==> src/rtl/dfetch_pkg.sv <==
package dfetch_pkg;

    localparam int DW = 32;
    localparam int SIZE_W = 12;

    // Word positions inside a descriptor (fetch and write-back order)
    localparam logic [2:0] W_SRC  = 3'd0;
    localparam logic [2:0] W_DST  = 3'd1;
    localparam logic [2:0] W_LLP  = 3'd2;
    localparam logic [2:0] W_CTLL = 3'd3;
    localparam logic [2:0] W_CTLH = 3'd4;
    localparam logic [2:0] W_SSTA = 3'd5;
    localparam logic [2:0] W_DSTA = 3'd6;

    // Control-low bit positions
    localparam int CL_INT_EN  = 0;
    localparam int CL_CHAIN_D = 27;
    localparam int CL_CHAIN_S = 28;
    // Control-high done flag
    localparam int CH_DONE = 12;

    typedef enum logic [2:0] {
        S_IDLE, S_CHECK, S_RD_REQ, S_RD_WAIT, S_LAUNCH, S_MOVE, S_WB_REQ, S_NEXT
    } seq_state_t;

    typedef enum logic [1:0] {AM_INC = 2'd0, AM_DEC = 2'd1, AM_FIX = 2'd2, AM_RSV = 2'd3} addr_mode_t;

    typedef struct packed {
        logic [DW-1:0] src;
        logic [DW-1:0] dst;
        logic [DW-1:0] llp;
        logic [DW-1:0] ctl_lo;
        logic [DW-1:0] ctl_hi;
    } desc_t;

    typedef struct packed {
        logic [1:0] flow;
        logic [2:0] src_width;
        logic [2:0] dst_width;
        addr_mode_t src_mode;
        addr_mode_t dst_mode;
    } mover_cmd_t;

    function automatic int ch_bits(input int n);
        return (n > 1) ? $clog2(n) : 1;
    endfunction

    function automatic logic chain_req(input logic [DW-1:0] c);
        return c[CL_CHAIN_D] | c[CL_CHAIN_S];
    endfunction

    function automatic logic is_aligned(input logic [DW-1:0] p);
        return p[1:0] == 2'b00;
    endfunction

    function automatic logic [DW-1:0] mark_done(input logic [DW-1:0] h);
        return h | (DW'(1) << CH_DONE);
    endfunction

    function automatic mover_cmd_t decode_cmd(input logic [DW-1:0] c);
        mover_cmd_t m;
        m.flow      = c[21:20];
        m.dst_width = c[3:1];
        m.src_width = c[6:4];
        m.dst_mode  = addr_mode_t'(c[8:7]);
        m.src_mode  = addr_mode_t'(c[10:9]);
        return m;
    endfunction

endpackage

==> src/rtl/dfetch_pick.sv <==
module dfetch_pick
    import dfetch_pkg::*;
#(
    parameter int NCH = 8
) (
    input  logic [NCH-1:0]             pend,
    output logic                       any,
    output logic [ch_bits(NCH)-1:0]    idx
);
    localparam int CW = ch_bits(NCH);

    always_comb begin
        any = |pend;
        idx = '0;
        for (int i = NCH - 1; i >= 0; i--) begin
            if (pend[i]) idx = CW'(i);
        end
    end
endmodule

==> src/rtl/dfetch_chregs.sv <==
module dfetch_chregs
    import dfetch_pkg::*;
#(
    parameter int NCH = 8
) (
    input  logic                       clk,
    input  logic                       rst,
    input  logic                       go_ld,
    input  logic [ch_bits(NCH)-1:0]    go_ch,
    input  logic [DW-1:0]              go_ptr,
    input  logic                       nx_ld,
    input  logic [ch_bits(NCH)-1:0]    nx_ch,
    input  logic [DW-1:0]              nx_ptr,
    input  logic                       wr_en,
    input  logic [ch_bits(NCH)-1:0]    wr_ch,
    input  logic [2:0]                 wr_idx,
    input  logic [DW-1:0]              wr_val,
    input  logic [ch_bits(NCH)-1:0]    sel_ch,
    output logic [DW-1:0]              sel_ptr,
    output desc_t                      sel_desc
);
    localparam int CW = ch_bits(NCH);

    logic [DW-1:0] ptr_q  [NCH];
    desc_t         desc_q [NCH];

    for (genvar g = 0; g < NCH; g++) begin : g_ch
        always_ff @(posedge clk) begin
            if (rst) begin
                ptr_q[g] <= '0;
            end else if (nx_ld && nx_ch == CW'(g)) begin
                ptr_q[g] <= nx_ptr;
            end else if (go_ld && go_ch == CW'(g)) begin
                ptr_q[g] <= go_ptr;
            end
        end

        always_ff @(posedge clk) begin
            if (rst) begin
                desc_q[g] <= '0;
            end else if (wr_en && wr_ch == CW'(g)) begin
                unique case (wr_idx)
                    W_SRC:   desc_q[g].src    <= wr_val;
                    W_DST:   desc_q[g].dst    <= wr_val;
                    W_LLP:   desc_q[g].llp    <= wr_val;
                    W_CTLL:  desc_q[g].ctl_lo <= wr_val;
                    W_CTLH:  desc_q[g].ctl_hi <= wr_val;
                    default: ;
                endcase
            end
        end
    end

    assign sel_ptr  = ptr_q[sel_ch];
    assign sel_desc = desc_q[sel_ch];
endmodule

==> src/rtl/dfetch_seq.sv <==
module dfetch_seq
    import dfetch_pkg::*;
#(
    parameter int NCH = 8
) (
    input  logic                       clk,
    input  logic                       rst,
    input  logic                       pick_any,
    input  logic [ch_bits(NCH)-1:0]    pick_ch,
    input  logic [DW-1:0]              cur_ptr,
    input  logic [DW-1:0]              cur_llp,
    input  logic [DW-1:0]              cur_ctl_hi,
    input  logic                       chain_en,
    input  logic                       int_en,
    output logic [ch_bits(NCH)-1:0]    cur_ch,
    output logic                       nx_ld,
    output logic                       wr_en,
    output logic [2:0]                 wr_idx,
    output logic                       req_valid,
    output logic                       req_write,
    output logic [DW-1:0]              req_addr,
    output logic [DW-1:0]              req_wdata,
    input  logic                       req_ready,
    input  logic                       rsp_valid,
    output logic                       mv_start,
    input  logic                       mv_done,
    input  logic [DW-1:0]              mv_sstat,
    input  logic [DW-1:0]              mv_dstat,
    output logic                       ev_blk,
    output logic                       ev_xfer,
    output logic                       ev_err,
    output logic                       clr
);
    localparam int CW = ch_bits(NCH);

    seq_state_t        st_q, st_d;
    logic [CW-1:0]     ch_q, ch_d;
    logic [2:0]        idx_q, idx_d;
    logic [DW-1:0]     sst_q, dst_q;

    always_ff @(posedge clk) begin
        if (rst) begin
            st_q  <= S_IDLE;
            ch_q  <= '0;
            idx_q <= '0;
            sst_q <= '0;
            dst_q <= '0;
        end else begin
            st_q  <= st_d;
            ch_q  <= ch_d;
            idx_q <= idx_d;
            if (st_q == S_MOVE && mv_done) begin
                sst_q <= mv_sstat;
                dst_q <= mv_dstat;
            end
        end
    end

    assign cur_ch   = ch_q;
    assign wr_idx   = idx_q;
    assign req_addr = cur_ptr + {{(DW-5){1'b0}}, idx_q, 2'b00};

    always_comb begin
        st_d      = st_q;
        ch_d      = ch_q;
        idx_d     = idx_q;
        nx_ld     = 1'b0;
        wr_en     = 1'b0;
        req_valid = 1'b0;
        req_write = 1'b0;
        req_wdata = '0;
        mv_start  = 1'b0;
        ev_blk    = 1'b0;
        ev_xfer   = 1'b0;
        ev_err    = 1'b0;
        clr       = 1'b0;
        unique case (st_q)
            S_IDLE: begin
                if (pick_any) begin
                    ch_d = pick_ch;
                    st_d = S_CHECK;
                end
            end
            S_CHECK: begin
                if (!is_aligned(cur_ptr)) begin
                    ev_err = 1'b1;
                    clr    = 1'b1;
                    st_d   = S_IDLE;
                end else begin
                    idx_d = W_SRC;
                    st_d  = S_RD_REQ;
                end
            end
            S_RD_REQ: begin
                req_valid = 1'b1;
                if (req_ready) st_d = S_RD_WAIT;
            end
            S_RD_WAIT: begin
                if (rsp_valid) begin
                    wr_en = 1'b1;
                    if (idx_q == W_CTLH) begin
                        st_d = S_LAUNCH;
                    end else begin
                        idx_d = idx_q + 3'd1;
                        st_d  = S_RD_REQ;
                    end
                end
            end
            S_LAUNCH: begin
                mv_start = 1'b1;
                st_d     = S_MOVE;
            end
            S_MOVE: begin
                if (mv_done) begin
                    idx_d = W_CTLH;
                    st_d  = S_WB_REQ;
                end
            end
            S_WB_REQ: begin
                req_valid = 1'b1;
                req_write = 1'b1;
                unique case (idx_q)
                    W_CTLH:  req_wdata = mark_done(cur_ctl_hi);
                    W_SSTA:  req_wdata = sst_q;
                    default: req_wdata = dst_q;
                endcase
                if (req_ready) begin
                    if (idx_q == W_DSTA) st_d = S_NEXT;
                    else idx_d = idx_q + 3'd1;
                end
            end
            S_NEXT: begin
                ev_blk = int_en;
                if (chain_en && cur_llp != '0) begin
                    if (!is_aligned(cur_llp)) begin
                        ev_err = 1'b1;
                        clr    = 1'b1;
                        st_d   = S_IDLE;
                    end else begin
                        nx_ld = 1'b1;
                        idx_d = W_SRC;
                        st_d  = S_RD_REQ;
                    end
                end else begin
                    ev_xfer = int_en;
                    clr     = 1'b1;
                    st_d    = S_IDLE;
                end
            end
            default: st_d = S_IDLE;
        endcase
    end
endmodule

==> src/rtl/dfetch_top.sv <==
module dfetch_top
    import dfetch_pkg::*;
#(
    parameter int NCH = 8
) (
    input  logic                       clk,
    input  logic                       rst,
    input  logic                       go_valid,
    input  logic [ch_bits(NCH)-1:0]    go_chan,
    input  logic [31:0]                go_ptr,
    output logic [NCH-1:0]             chan_busy,
    output logic                       mem_req_valid,
    input  logic                       mem_req_ready,
    output logic                       mem_req_write,
    output logic [31:0]                mem_req_addr,
    output logic [31:0]                mem_req_wdata,
    input  logic                       mem_rsp_valid,
    input  logic [31:0]                mem_rsp_rdata,
    output logic                       mv_start,
    output logic [ch_bits(NCH)-1:0]    mv_chan,
    output logic [31:0]                mv_src,
    output logic [31:0]                mv_dst,
    output logic [11:0]                mv_size,
    output logic [31:0]                mv_ctl,
    output logic [1:0]                 mv_flow,
    output logic [2:0]                 mv_src_width,
    output logic [2:0]                 mv_dst_width,
    output logic [1:0]                 mv_src_mode,
    output logic [1:0]                 mv_dst_mode,
    input  logic                       mv_done,
    input  logic [31:0]                mv_src_stat,
    input  logic [31:0]                mv_dst_stat,
    output logic [NCH-1:0]             evt_block,
    output logic [NCH-1:0]             evt_xfer,
    output logic [NCH-1:0]             evt_err
);
    localparam int CW = ch_bits(NCH);

    logic [NCH-1:0] pend_q;
    logic           go_ok;
    logic           pick_any;
    logic [CW-1:0]  pick_ch;
    logic [CW-1:0]  cur_ch;
    logic           nx_ld, wr_en, clr;
    logic [2:0]     wr_idx;
    logic [DW-1:0]  cur_ptr;
    desc_t          cur_desc;
    mover_cmd_t     cmd;
    logic           ev_blk, ev_xfer, ev_err;

    assign go_ok = go_valid && !pend_q[go_chan];

    always_ff @(posedge clk) begin
        if (rst) begin
            pend_q <= '0;
        end else begin
            if (go_ok) pend_q[go_chan] <= 1'b1;
            if (clr)   pend_q[cur_ch]  <= 1'b0;
        end
    end

    assign chan_busy = pend_q;

    dfetch_pick #(.NCH(NCH)) u_pick (
        .pend (pend_q),
        .any  (pick_any),
        .idx  (pick_ch)
    );

    dfetch_chregs #(.NCH(NCH)) u_regs (
        .clk      (clk),
        .rst      (rst),
        .go_ld    (go_ok),
        .go_ch    (go_chan),
        .go_ptr   (go_ptr),
        .nx_ld    (nx_ld),
        .nx_ch    (cur_ch),
        .nx_ptr   (cur_desc.llp),
        .wr_en    (wr_en),
        .wr_ch    (cur_ch),
        .wr_idx   (wr_idx),
        .wr_val   (mem_rsp_rdata),
        .sel_ch   (cur_ch),
        .sel_ptr  (cur_ptr),
        .sel_desc (cur_desc)
    );

    dfetch_seq #(.NCH(NCH)) u_seq (
        .clk        (clk),
        .rst        (rst),
        .pick_any   (pick_any),
        .pick_ch    (pick_ch),
        .cur_ptr    (cur_ptr),
        .cur_llp    (cur_desc.llp),
        .cur_ctl_hi (cur_desc.ctl_hi),
        .chain_en   (chain_req(cur_desc.ctl_lo)),
        .int_en     (cur_desc.ctl_lo[CL_INT_EN]),
        .cur_ch     (cur_ch),
        .nx_ld      (nx_ld),
        .wr_en      (wr_en),
        .wr_idx     (wr_idx),
        .req_valid  (mem_req_valid),
        .req_write  (mem_req_write),
        .req_addr   (mem_req_addr),
        .req_wdata  (mem_req_wdata),
        .req_ready  (mem_req_ready),
        .rsp_valid  (mem_rsp_valid),
        .mv_start   (mv_start),
        .mv_done    (mv_done),
        .mv_sstat   (mv_src_stat),
        .mv_dstat   (mv_dst_stat),
        .ev_blk     (ev_blk),
        .ev_xfer    (ev_xfer),
        .ev_err     (ev_err),
        .clr        (clr)
    );

    assign cmd          = decode_cmd(cur_desc.ctl_lo);
    assign mv_chan      = cur_ch;
    assign mv_src       = cur_desc.src;
    assign mv_dst       = cur_desc.dst;
    assign mv_size      = cur_desc.ctl_hi[SIZE_W-1:0];
    assign mv_ctl       = cur_desc.ctl_lo;
    assign mv_flow      = cmd.flow;
    assign mv_src_width = cmd.src_width;
    assign mv_dst_width = cmd.dst_width;
    assign mv_src_mode  = cmd.src_mode;
    assign mv_dst_mode  = cmd.dst_mode;

    for (genvar g = 0; g < NCH; g++) begin : g_evt
        assign evt_block[g] = ev_blk  && (cur_ch == CW'(g));
        assign evt_xfer[g]  = ev_xfer && (cur_ch == CW'(g));
        assign evt_err[g]   = ev_err  && (cur_ch == CW'(g));
    end
endmodule

==> config.mk <==
export PLATFORM = sky130hd
export DESIGN_NAME = dfetch_top
export DESIGN_NICKNAME = d
export VERILOG_FILES = /design/src/rtl/dfetch_pkg.sv /design/src/rtl/dfetch_pick.sv /design/src/rtl/dfetch_chregs.sv /design/src/rtl/dfetch_seq.sv /design/src/rtl/dfetch_top.sv
export SDC_FILE = /design/constraint.sdc
export NUM_CORES = 2
export LEC_CHECK = 0
export BUFFER_PORTS_ARGS = -buffer_cell sky130_fd_sc_hd__buf_2
export CORE_MARGIN = 2
export CORE_UTILIZATION = 35
export CTS_BUF_LIST = sky130_fd_sc_hd__clkbuf_2 sky130_fd_sc_hd__clkbuf_4 sky130_fd_sc_hd__clkbuf_8
export DETAILED_ROUTE_END_ITERATION = 10
export GPL_ROUTABILITY_DRIVEN = 0
export GPL_TIMING_DRIVEN = 1
export SLEW_MARGIN = 20
export SYNTH_ARGS = -nofsm -noshare
export SYNTH_HDL_FRONTEND = slang
export SYNTH_SLANG_ARGS = --single-unit
==> constraint.sdc <==
create_clock -name clk -period 10.33 [get_ports clk]
set_input_delay 2.066 -clock clk [delete_from_list [all_inputs] [get_ports clk]]
set_output_delay 2.066 -clock clk [all_outputs]
set_load 0.05 [all_outputs]
* After elaboration in Yosys (flattened, before gate mapping)
Memories as Yosys holds them, arrays and structs flattened. A register that Yosys moved wholly into a read port is not among the register bits.
Cells that the tools add are included.
W data, S select, Z words.
** Word-level totals
- Bits in registers :: 81
- Bits in writable memories :: 1536
- Input port bits :: 137
- Word-level logic and storage cells :: 478
- Memories kept :: 2
** Cells by class
- Add/subtract/negate cells :: 2
- Magnitude comparators :: 4
- Equal/unequal tests :: 38
- Multiplexer cells :: 299
- Bitwise logic cells :: 60
- Reduce and logical (&&, ||, !) cells :: 67
** Memory list
- u_regs.desc_q :: depth 8, width 160, rd ports 1, clocked after Yosys merged registers in 1, wr ports 8, line dfetch_chregs.sv:25 : desc_t desc_q [NCH];
- u_regs.ptr_q :: depth 8, width 32, rd ports 1, clocked after Yosys merged registers in 1, wr ports 8, line dfetch_chregs.sv:24 : logic [DW-1:0] ptr_q [NCH];
** Operator list (number)
- $mux W32 :: 57
- $mux W1 :: 201
- $mux W3 :: 27
- $pmux W32 S2 :: 1
- $or A1 B1 Y1 :: 57
- $logic_and A1 B1 Y1 :: 53
- $eq A3 B3 Y1 const B :: 15
- $add A32 B5 Y32 :: 1
- $reduce_bool A32 Y1 :: 1
- $eq A3 B2 Y1 const B :: 8
- $mux W8 :: 3
- $pmux W3 S8 :: 1
- $pmux W3 S5 :: 1
- $ne A2 B2 Y1 const B :: 7
- $eq A3 B1 Y1 const B :: 4
- $logic_not A3 Y1 :: 4
- $reduce_and A9 Y1 :: 1
- $and A8 B8 Y8 :: 1
- $lt A3 B4 Y1 const B :: 2
- $ne A2 B1 Y1 const B :: 4
- $not A8 Y8 :: 1
- $or A8 B8 Y8 :: 1
- $reduce_or A8 Y1 :: 1
- $demux W1 S3 :: 2
- other kinds (11) :: 16

* Logic depth before layout (Yosys ltp)
- Depth in word-level cells :: 10
- Depth in mapped cells :: 23

* Hierarchy
A second synthesis with hierarchy kept.
** Unflattened totals
- Cells, all modules :: 5210
- Area, all modules :: 72951.2 um^2
** Modules (own cells, without submodules)
- dfetch_chregs :: times used 1, cells an instance 4524, area each 67968.9 um^2
- dfetch_seq :: times used 1, cells an instance 575, area each 4230.3 um^2
- dfetch_top :: times used 1, cells an instance 98, area each 670.6 um^2
- dfetch_pick :: times used 1, cells an instance 13, area each 81.3 um^2

* Worst setup path after synthesis
OpenSTA, ideal clock, no wires.
- Path type :: register -> output
- Start :: register (tool-made name)
- End :: output port mem_req_addr[26]
- Arrival time :: 5.084 ns
- Required time :: 8.264 ns
- Path slack :: 3.180 ns
- Stages on the path, launching flop included :: 20
- Buffers on the path :: 7
- Cells stage by stage :: dfxtp_1 -> buf_4 -> buf_2 -> buf_2 -> buf_4 -> buf_2 -> clkbuf_1 -> buf_2 -> mux4_2 -> mux2_2 -> ha_1 -> inv_1 -> fa_1 -> inv_1 -> a21oi_1 -> nor2_1 -> and3_1 -> and2_1 -> nor2b_1 -> xnor2_1
** RTL lines
- end, declared :: line dfetch_top.sv:15 : output logic [31:0] mem_req_addr,

==> out/metrics.cfg <==
[detailed_routing]
highest_layer=met5
drt_wl_total_um=238000
wl_met3_um=20700
drtPass1Iterations=7
antenna_left=0
drc=0
drt-wirelength-per-cell_um=28.1
vias=46400
met2_length_um=113000
vias_per_cell=5.47
drt_iter0_drc=5414
m1WireLength_um=97300

[sta]
timing.slew.headroom_pct=18.1
slew_violations=0
worst_slack_ns=2.47
period_share_pct=76.1
hold_viol=0
fin_skew_ns=0.0959
fin_tns_setup_ns=0
grt_setup_unrepaired=no
setup_viol_count_final=0
clock.fmax_mhz=127
worstMarginPinSlew_ns=1.23
min_period_ns=7.86

[power]
total_power_mw=15.5
p_per_area_nw_per_um2=183
switchingPower_mw=4.32
p_clk_share_pct=38.0
p_int_mw=11.2
power_leakage_nw=30.2
seq_power_share_pct=48.1
combPwrFrac_pct=13.9
vdd_drop_max_mv=0.143
swShare_pct=27.8

[finish]
drive_above_1_share_pct=26.7
syn_to_final_growth_pct=12.9
final_cell_mix=edfxtp_1 (1,528), and2_1 (1,282), buf_2 (357)
layout_commonest_cell=edfxtp_1
final_nets=5569
layoutNonFillerInstCount=8477

[yosys]
ys_ff_latch=1612
synth_cells=5178
synth_edf_count=1528
synth_area_leaders=edfxtp_1 (61%), and2_1 (11%), mux4_2 (10%), dfxtp_1 (2.2%), mux2_2 (1.8%)
syn_area_sq_um=75200
synth_largest_area_cell=edfxtp_1
ys_seq_area_share_pct=63.3
synthDominantCellAreaShare_pct=61.0
async_reset_ff_share_pct=0
synthFlopType=edfxtp_1
syn-num-nets=5324
synth.distinct_cells=78
ys.warnings.count=0
syn_area_per_cell_sq_um=14.5

[grt]
grt_pass1_wl_um=338000
grt_max_degree=146
track_usage_pct=21.4
overflow=0
grt_pass1_vias=46400
antenna_found_initial=27

[critical_path]
crit_path_max_fanout=47
crit_type=flip-flop to primary output
worstSetupStartpointType=flip-flop
cpMostUsedCell=buf_4
setup.worst_path.end_class=primary output
path_cells=buf_4 > inv_8 > buf_4 > mux2i_1 > fa_1 > inv_1 > a21oi_1 > nor2_1 > and3_1 > and2_1 > nand3b_1 > xor2_1 > buf_2
worst-endpoint-required_ns=8.26
slowest_stage=buf_4
slowest_delay_ns=0.69
cp_data_arrival_time_ns=5.79

[floorplan]
die_w_um=467
ios=359
core_sq_um=214000
die_y_um=467
dieArea_sq_um=219000
start_util_pct=35.1
placementRows=170

[run_status]
status=complete, no violations

[clock_tree]
cts_root_buffer=clkbuf_8
postCtsHoldBufs=0
cts_resized=0
cts_tree=built
cts_buffers=296
cts_max_path_buffers=4
clk_pin_slew_worst_paths_ns=0.06
cts_max_level=5
cts_setup_buffers=0
clock_sinks=1612
insertion_delay_ns=1.05

[run]
cap_violations=0

[placement]
place_hpwl_um=135000
place_ws_ns=3.52
port_buffers=358
placed_cells=7963

[min_path]
hold_path_class=flip-flop to flip-flop

[worst max-delay path, delay by kind of cell, from the launching register on]
kind | cells | cell delay (ns)
multiplexers | 1 | 0.39
AO/OA/AOI/OAI | 1 | 0.48
adder cells (fa/ha/maj) | 1 | 0.29
XOR/XNOR | 1 | 0.39
buffers and inverters | 5 | 1.94
flip-flops | 1 | 0.43
AND/OR/NAND/NOR | 4 | 0.83
[metrics by stage]
| step | hold WS, ns | instance area [sq um] | util [%] |
|---|---|---|---|
| after CTS | 0.455 | 84800 | 39.7 |
| final | 0.454 | 84900 | 39.7 |
| after detailed placement | 0.447 | 79400 | 37.1 |
| after global placement | 0.442 | 79300 | 37.1 |
| after floorplan | 0.436 | 75200 | - |
| after global routing | 0.472 | 84900 | 39.7 |
[final timing paths]
kind / start / to / slack, ns / cells past startpoint
hold / removal: u_seq.sst_q[4] / u_seq.sst_q[4] / 0.45 / 2
setup / recovery: flip-flop / mem_req_addr[28] / 2.47 / 13
hold reg to reg: u_seq.sst_q[4] / u_seq.sst_q[4] / 0.45 / 2
setup reg to reg: flip-flop / u_regs.ptr_q[4][22] / 4.20 / 11
[flip-flops by register name, summed over array words and instances, names as in the netlist, named ones only]
name and flops:
u_regs.desc_q 1272, u_regs.ptr_q 256, u_seq.dst_q 32, u_seq.sst_q 32
chan_busy 8, u_seq.cur_ch 3, u_seq.st_q 3, u_seq.wr_idx 3
[final cells by class]
class	count	area, sq um
clock inverter	105	651
tap	2838	3550
multi-input combinational	3023	25500
inverter	12	52.6
clock buffer	394	4840
antenna	15	37.5
timing repair buffer	478	2740
sequential	1612	47600
fill	19900	129000
[layer usage]
layer | vias up | GRT usage, %
li1 | 19700 | -
met5 | - | 0.176
met2 | 2417 | 34.9
met1 | 23800 | 28.5
met3 | 437 | 4.72
met4 | 8 | 6.53
[cells by family after synthesis]
| group | Yosys count | share of synthesized area (%) |
|---|---|---|
| adder cells (fa/ha/maj) | 9 | 0.160 |
| buffers and inverters | 543 | 3.30 |
| AO/OA/AOI/OAI | 485 | 4.34 |
| XOR/XNOR | 29 | 0.338 |
| flip-flops | 1612 | 63.3 |
| multiplexers | 604 | 14.1 |
| AND/OR/NAND/NOR | 1896 | 14.5 |
[cell usage after synthesis, types with 5 or more instances]
master and n:
or3_1 23, xnor2_1 18, mux4_2 350, inv_1 11, a211oi_1 14, mux2_2 120, nor4_1 14, o22ai_1 205
dfxtp_1 84, clkbuf_1 347, a31oi_1 6, xor2_1 11, or4_1 8, a21o_1 42, a22oi_1 29, nor2_1 204
nor3b_1 5, nor3_1 32, buf_1 37, a221oi_1 20, buf_4 28, and2_1 1282, o22ai_2 10, o31ai_1 18
buf_2 92, ha_1 8, nor2b_1 9, o41ai_1 9, nand3_1 15, edfxtp_1 1528, and3_1 7, buf_6 24
mux2i_1 133, nand2_1 211, a21oi_1 89, o21ai_0 14, nand2b_1 51, o21ai_2 6
[power by group through the flow]
stage	logic, mW	registers (mW)	clock network (mW)
after detailed placement	2.17	7.60	0
after global routing	2.25	7.48	6.27
after global placement	2.16	7.58	0
after CTS	2.17	7.46	5.99
after floorplan	1.47	7.55	0
final	2.16	7.46	5.89
Note: power is estimated with default switching activity, not from simulation.
